`src/rtl/fx_flag_pkg.sv`:
```
package fx_flag_pkg;

   // condition nibble, most significant bit first
   typedef struct packed {
      logic neg;
      logic pos;
      logic zero;
      logic sum;
   } cond_nib_t;

   localparam int unsigned NIB_W = 4;

endpackage

```
`src/rtl/fx_flag_carry.sv`:
```
module fx_flag_carry #(
   parameter int unsigned DATA_W = 64,
   parameter int unsigned N_SRC  = 3
) (
   input  logic [N_SRC-1:0][DATA_W-1:0] src_i,
   input  logic [N_SRC-1:0]             src_ok_i,
   input  logic [DATA_W-1:0]            sec_i,
   input  logic                         sec_ok_i,
   input  logic [DATA_W-1:0]            res_i,
   input  logic                         is_add_i,
   output logic                         ca_o,
   output logic                         ca32_o
);
   localparam int unsigned HALF_W = DATA_W / 2;

   logic [N_SRC-1:0] gt_full;
   logic [N_SRC-1:0] gt_half;

   generate
      if (N_SRC < 1) begin : g_bad
         $error("fx_flag_carry needs at least one source");
      end
      for (genvar s = 0; s < N_SRC; s++) begin : g_src
         assign gt_full[s] = src_ok_i[s] && (src_i[s] > res_i);
         assign gt_half[s] = src_ok_i[s] && (src_i[s][HALF_W-1:0] > res_i[HALF_W-1:0]);
      end
   endgenerate

   logic par_bit;
   assign par_bit = res_i[HALF_W] ^ src_i[0][HALF_W] ^ (sec_ok_i & sec_i[HALF_W]);

   assign ca_o   = |gt_full;
   assign ca32_o = is_add_i ? par_bit : (|gt_half);
endmodule

```
`src/rtl/fx_flag_ovf.sv`:
```
module fx_flag_ovf #(
   parameter int unsigned DATA_W = 64
) (
   input  logic [DATA_W-1:0] a_i,
   input  logic [DATA_W-1:0] b_i,
   input  logic              b_ok_i,
   input  logic [DATA_W-1:0] res_i,
   input  logic              div_valid_i,
   input  logic              div_ovf_i,
   output logic              ov_o,
   output logic              ov32_o,
   output logic              known_o
);
   localparam int unsigned HALF_W = DATA_W / 2;

   function automatic logic sign_flip(input logic sa, input logic sb, input logic sr);
      return (sa == sb) && (sr != sa);
   endfunction

   logic ov_sign, ov32_sign;
   assign ov_sign   = sign_flip(a_i[DATA_W-1], b_i[DATA_W-1], res_i[DATA_W-1]);
   assign ov32_sign = sign_flip(a_i[HALF_W-1], b_i[HALF_W-1], res_i[HALF_W-1]);

   assign ov_o    = div_valid_i ? div_ovf_i : ov_sign;
   assign ov32_o  = div_valid_i ? div_ovf_i : ov32_sign;
   assign known_o = div_valid_i | b_ok_i;
endmodule

```
`src/rtl/fx_flag_cond.sv`:
```
module fx_flag_cond #(
   parameter int unsigned DATA_W = 64
) (
   input  logic [DATA_W-1:0] res_i,
   input  logic              sum_i,
   output fx_flag_pkg::cond_nib_t nib_o
);
   logic is_zero;
   assign is_zero    = (res_i == '0);
   assign nib_o.neg  = res_i[DATA_W-1];
   assign nib_o.zero = is_zero;
   assign nib_o.pos  = !res_i[DATA_W-1] && !is_zero;
   assign nib_o.sum  = sum_i;
endmodule

```
`src/rtl/fx_flag_gen.sv`:
```
module fx_flag_gen #(
   parameter int unsigned DATA_W    = 64,
   parameter int unsigned CR_FIELDS = 8
) (
   input  logic                                 clk,
   input  logic                                 rst_n,
   input  logic                                 valid_i,
   input  logic [DATA_W-1:0]                    opa_i,
   input  logic [DATA_W-1:0]                    opb_i,
   input  logic                                 opb_present_i,
   input  logic [DATA_W-1:0]                    imm_i,
   input  logic                                 imm_valid_i,
   input  logic [DATA_W-1:0]                    result_i,
   input  logic                                 invert_a_i,
   input  logic                                 is_add_i,
   input  logic                                 carry_en_i,
   input  logic                                 ovf_en_i,
   input  logic                                 rec_en_i,
   input  logic                                 div_ovf_valid_i,
   input  logic                                 div_ovf_i,
   input  logic                                 ca_done_i,
   input  logic                                 ca32_done_i,
   input  logic [$clog2(CR_FIELDS)-1:0]         cr_idx_i,
   output logic                                 ca_o,
   output logic                                 ca32_o,
   output logic                                 ov_o,
   output logic                                 ov32_o,
   output logic                                 so_o,
   output logic [CR_FIELDS*fx_flag_pkg::NIB_W-1:0] cr_o
);
   import fx_flag_pkg::*;

   localparam int unsigned N_SRC = 3;
   localparam int unsigned CR_W  = CR_FIELDS * NIB_W;

   generate
      if (DATA_W < 8 || (DATA_W % 2) != 0) begin : g_bad_w
         $error("DATA_W must be even and at least 8");
      end
      if (CR_FIELDS < 2) begin : g_bad_f
         $error("CR_FIELDS must be at least 2");
      end
   endgenerate

   // operand set
   logic [N_SRC-1:0][DATA_W-1:0] src;
   logic [N_SRC-1:0]             src_ok;
   logic [DATA_W-1:0]            sec;
   logic                         sec_ok;

   assign src[0]    = invert_a_i ? ~opa_i : opa_i;
   assign src_ok[0] = 1'b1;
   assign src[1]    = opb_i;
   assign src_ok[1] = opb_present_i;
   assign src[2]    = imm_i;
   assign src_ok[2] = imm_valid_i;
   assign sec       = opb_present_i ? opb_i : imm_i;
   assign sec_ok    = opb_present_i | imm_valid_i;

   logic ca_n, ca32_n, ov_n, ov32_n, ov_known;

   fx_flag_carry #(.DATA_W(DATA_W), .N_SRC(N_SRC)) u_carry (
      .src_i    (src),
      .src_ok_i (src_ok),
      .sec_i    (sec),
      .sec_ok_i (sec_ok),
      .res_i    (result_i),
      .is_add_i (is_add_i),
      .ca_o     (ca_n),
      .ca32_o   (ca32_n)
   );

   fx_flag_ovf #(.DATA_W(DATA_W)) u_ovf (
      .a_i         (src[0]),
      .b_i         (sec),
      .b_ok_i      (sec_ok),
      .res_i       (result_i),
      .div_valid_i (div_ovf_valid_i),
      .div_ovf_i   (div_ovf_i),
      .ov_o        (ov_n),
      .ov32_o      (ov32_n),
      .known_o     (ov_known)
   );

   logic wr_ca, wr_ca32, wr_ov, so_q, so_n;
   assign wr_ca   = valid_i && carry_en_i && !ca_done_i;
   assign wr_ca32 = valid_i && carry_en_i && !ca32_done_i;
   assign wr_ov   = valid_i && ovf_en_i && ov_known;
   assign so_n    = so_q | (wr_ov & ov_n);

   cond_nib_t nib;
   fx_flag_cond #(.DATA_W(DATA_W)) u_cond (
      .res_i (result_i),
      .sum_i (so_n),
      .nib_o (nib)
   );

   logic ca_q, ca32_q, ov_q, ov32_q;

   always_ff @(posedge clk) begin
      if (!rst_n) begin
         ca_q   <= 1'b0;
         ca32_q <= 1'b0;
         ov_q   <= 1'b0;
         ov32_q <= 1'b0;
         so_q   <= 1'b0;
      end else begin
         if (wr_ca)   ca_q   <= ca_n;
         if (wr_ca32) ca32_q <= ca32_n;
         if (wr_ov) begin
            ov_q   <= ov_n;
            ov32_q <= ov32_n;
         end
         if (valid_i) so_q <= so_n;
      end
   end

   logic [CR_W-1:0] cr_q;
   generate
      for (genvar f = 0; f < CR_FIELDS; f++) begin : g_fld
         localparam int unsigned LSB = (CR_FIELDS - 1 - f) * NIB_W;
         logic hit;
         assign hit = valid_i && rec_en_i && (cr_idx_i == f);
         always_ff @(posedge clk) begin
            if (!rst_n)   cr_q[LSB +: NIB_W] <= '0;
            else if (hit) cr_q[LSB +: NIB_W] <= nib;
         end
      end
   endgenerate

   assign ca_o   = ca_q;
   assign ca32_o = ca32_q;
   assign ov_o   = ov_q;
   assign ov32_o = ov32_q;
   assign so_o   = so_q;
   assign cr_o   = cr_q;
endmodule

```
`config.mk`:
```
export PLATFORM = sky130hd
export DESIGN_NAME = fx_flag_gen
export DESIGN_NICKNAME = d
export VERILOG_FILES = /design/src/rtl/fx_flag_pkg.sv /design/src/rtl/fx_flag_carry.sv /design/src/rtl/fx_flag_ovf.sv /design/src/rtl/fx_flag_cond.sv /design/src/rtl/fx_flag_gen.sv
export SDC_FILE = /design/constraint.sdc
export NUM_CORES = 1
export LEC_CHECK = 0
export CORE_MARGIN = 3
export CORE_UTILIZATION = 39
export CTS_CLUSTER_DIAMETER = 40
export DETAILED_ROUTE_END_ITERATION = 12
export GPL_ROUTABILITY_DRIVEN = 0
export PLACE_DENSITY = 0.8
export SETUP_SLACK_MARGIN = 0.2
export SLEW_MARGIN = 20
export SYNTH_ARGS = -nofsm -noshare
export SYNTH_HDL_FRONTEND = slang
export SYNTH_SLANG_ARGS = --single-unit
```
`constraint.sdc`:
```
create_clock -name clk -period 2.7 [get_ports clk]
set_clock_uncertainty 0.05 [all_clocks]
set_input_delay 0.54 -clock clk [delete_from_list [all_inputs] [get_ports clk]]
set_output_delay 0.54 -clock clk [all_outputs]
set_load 0.02 [all_outputs]
```
==> results of run 1 <==
power groups by stage:
| stage | logic [W] | registers [W] | clock network [W] |
|---|---|---|---|
| after floorplan | 0.000717 | 0.000583 | 0 |
| after global placement | 0.00155 | 0.000572 | 0 |
| after detailed placement | 0.00160 | 0.000572 | 0 |
| after CTS | 0.00172 | 0.000560 | 0.000574 |
| after global routing | 0.00200 | 0.000562 | 0.000596 |
| final | 0.00184 | 0.000561 | 0.000567 |
state kept, by name (all words and copies together), names as in the netlist:
name,cells
cr_o,32
ov32_o,1
so_o,1
ca_o,1
ov_o,1
ca32_o,1
worst reg2reg max path: cells and delay by family, from the launching register on:
kind	cells	cell delay, ns
AOI/OAI and AO/OA	1	0.10
and+or+nand+nor	2	0.40
DFF	1	0.34
worst paths after layout:
kind                            startpoint  slack [ns]        to  cells past startpoint
worst max-delay path            invert_a_i        0.09    ca32_o                     12
worst min-delay path                ca32_o        0.44    ca32_o                      2
worst min register to register      ca32_o        0.44    ca32_o                      2
worst max register to register        so_o        1.70  cr_o[24]                      3
what timing repair did:
action                                  in CTS  in global routing
buffers inserted                            31                  3
cloned                                       2                  0
gates resized for setup                    260                 27
endpoints found under the setup margin      23                 23
pin swaps                                  128                 34
cells by family after synthesis:
kind of cell | after synthesis
AO/OA/AOI/OAI | 200
multiplexers | 16
buffers and inverters | 86
AND/OR/NAND/NOR | 233
adder cells (fa/ha/maj) | 192
XOR/XNOR | 67
flip-flops | 37
cell type report:
class | instances | area, sq um
fill | 1189 | 4410
sequential | 37 | 741
clock buffer | 5 | 125
inverter | 70 | 263
timing repair buffer | 494 | 4510
antenna | 5 | 12.5
multi-input combinational | 708 | 6290
tap | 220 | 275
clock inverter | 3 | 17.5
Yosys cell counts (16+ instances only):
master	count	area (sq um)
nor4_1	26	163
nand2_1	74	278
a21oi_1	87	435
nand4_1	40	250
dfxtp_1	37	741
nor2_1	29	109
mux2i_1	16	160
inv_1	70	263
ha_1	192	2400
xor2_1	63	552
nor2b_1	23	144
o21ai_0	34	170
per-stage QoR:
stage                     TNS [ns]  hold slack, ns
final                            0           0.435
after global routing       -0.0337           0.469
after CTS                        0           0.441
after detailed placement     -8.19           0.432
after global placement       -7.44           0.414
after floorplan                  0           0.494
cell usage in the layout, fill, tap and decap left out, types with 4 or more instances in the layout:
cell type,Yosys,final
clkdlybuf4s50_1,0,186
buf_4,1,171
ha_1,192,166
dlygate4sd2_1,0,112
a21oi_1,87,80
nand2_1,74,71
xor2_1,63,55
inv_2,0,50
nand4_1,40,40
dfxtp_1,37,37
o21ai_0,34,30
nor2_1,29,29
ha_4,0,26
nor2b_1,23,23
inv_1,70,20
mux2i_1,16,16
nand3_1,15,14
nor4_2,0,13
a21o_1,13,13
nor4_1,26,10
xor2_2,1,8
a21oi_2,1,8
o211ai_1,8,8
o211a_1,7,7
buf_6,0,7
or3_1,6,6
o21a_1,6,6
a21boi_0,10,6
diode_2,0,5
nor3_2,0,5
a211oi_2,0,5
o21ai_1,3,5
clkbuf_16,0,5
dlymetal6s2s_1,0,5
buf_12,0,5
nor3_1,9,4
routing by layer:
metal,vias up,share of wire [%],GRT usage (%)
met2,471,50,58.0
met1,4046,37,36.0
met3,126,7.5,6.22
met4,0,5.7,17.2
li1,4043,-,-
met5,-,0,0
==> metrics.txt, run 1 <==
initial DRC count=410; fraction of layout cells with a size suffix above 1=25.5%; sequential share of the synthesized area=11.2%; chip height=136 um; Tmin final=2.61 ns; Die W=136 um; Critical Path AT=2.72 ns; vias in the first global route=9,131; CP Class=in -> reg; Syn-to-layout area delta=84.2%; Comb power frac=62.0%; clock latency on the worst-skew pair=0.28 ns; post-synthesis cell type count=52; largest net degree at the start of global routing=18; post-route insts no fill=1,542; Fmax achieved=0.384 GHz; antenna-violating nets left=0; Post-Synth Simple-Gate Area=17.8%; CP Capture Type=flip-flop; Finished Core Util=73.5%; final net count=1,781; Port Buf Inserts=309; worst slew pin tran=0.702 ns; remaining global-route overflow=0; # DRC=0; initial antenna violation count=5; placed instance area=0.0111 sq mm; clock buffer depth=2; Total Routing Usage GR=32.4%; status=finished, final reports clean; critical path launch point type=input port; CTS Buf Count=5; DIE AREA=0.0186 sq mm; PnR Total Power=0.00297 W; Worst Hold Class=reg -> reg; post-synthesis mux area share=2.41%; Max stage delay on crit path=0.37 ns; Total Wirelength=31,500 um; largest family of logic cells by synthesized area=adder cells; worst rel slew slack=53.1%; Ys Warns=0; top_reg_cell synth=dfxtp_1; via count=8,686; Post-Synth XOR/XNOR Area=8.95%; internal power=0.00187 W; Pleak=5.66 nW; Max Transition Viols Final=0; register bit total from synthesis=37; Placeable Area=0.0166 sq mm; final hold viol count=0; netlist area before placement=0.00664 sq mm; Syn Nets=1,296; wire length per cell=20.5 um; hold_buf cts=0; Initial Util=39.9%; Design Area, Final=0.0122 sq mm; clock network fraction of design power=19.1%; final period utilization=96.5%; Gate Count Post-Synth=831; Crit-path slowest cell=o41ai_4; Root Driver=clkbuf_16; WP data required=2.82 ns; DP Cell Count=1,493; CP Max Fanout=8; Switching Fraction=36.9%; PwrDens=243 mW/mm^2; DPL Wire Length=24,300 um; Core Rows=47; VDD IR-drop max=242 uV; clock slew at reported path FFs=0.06 ns; CP Cell Sequence=buf_16, buf_12, xor2_2, ha_1, nand4_1, nor4_2, buf_4, a21boi_4, o41ai_4, a21boi_2, nor4b_2, o22ai_1; Ports=310; unrepaired setup endpoints after global routing=yes; H-tree depth=2; clock tree sinks=37; max cap viols=0; first-pass GRT wire length=47,200 um; DR pass1 iterations=5; Avg Inst Size Synth=7.99 sq um; Sequential Power Share=18.9%; via/cell ratio=5.63; setup ws final=0.0938 ns; Place WS=-0.588 ns; Synth Area in Adders=36.2%; CP delay by family, top=compound AO/OA/AOI/OAI gates; Post-synth ARST share=0%; count of final setup violators=0; Post-synth EDFFs=0; CTS tree=done; Switch Pwr=0.00110 W; Synth Area in Compound Gates=18.6%; WP buf/inv=3
(Power assumes the default switching activity.)
==> inputs of run 2 (changes only) <==
Settings changed: CTS_CLUSTER_SIZE set to 28.
==> results of run 2 <==
Final layout, timing and power as in run 1 (identical DEF).
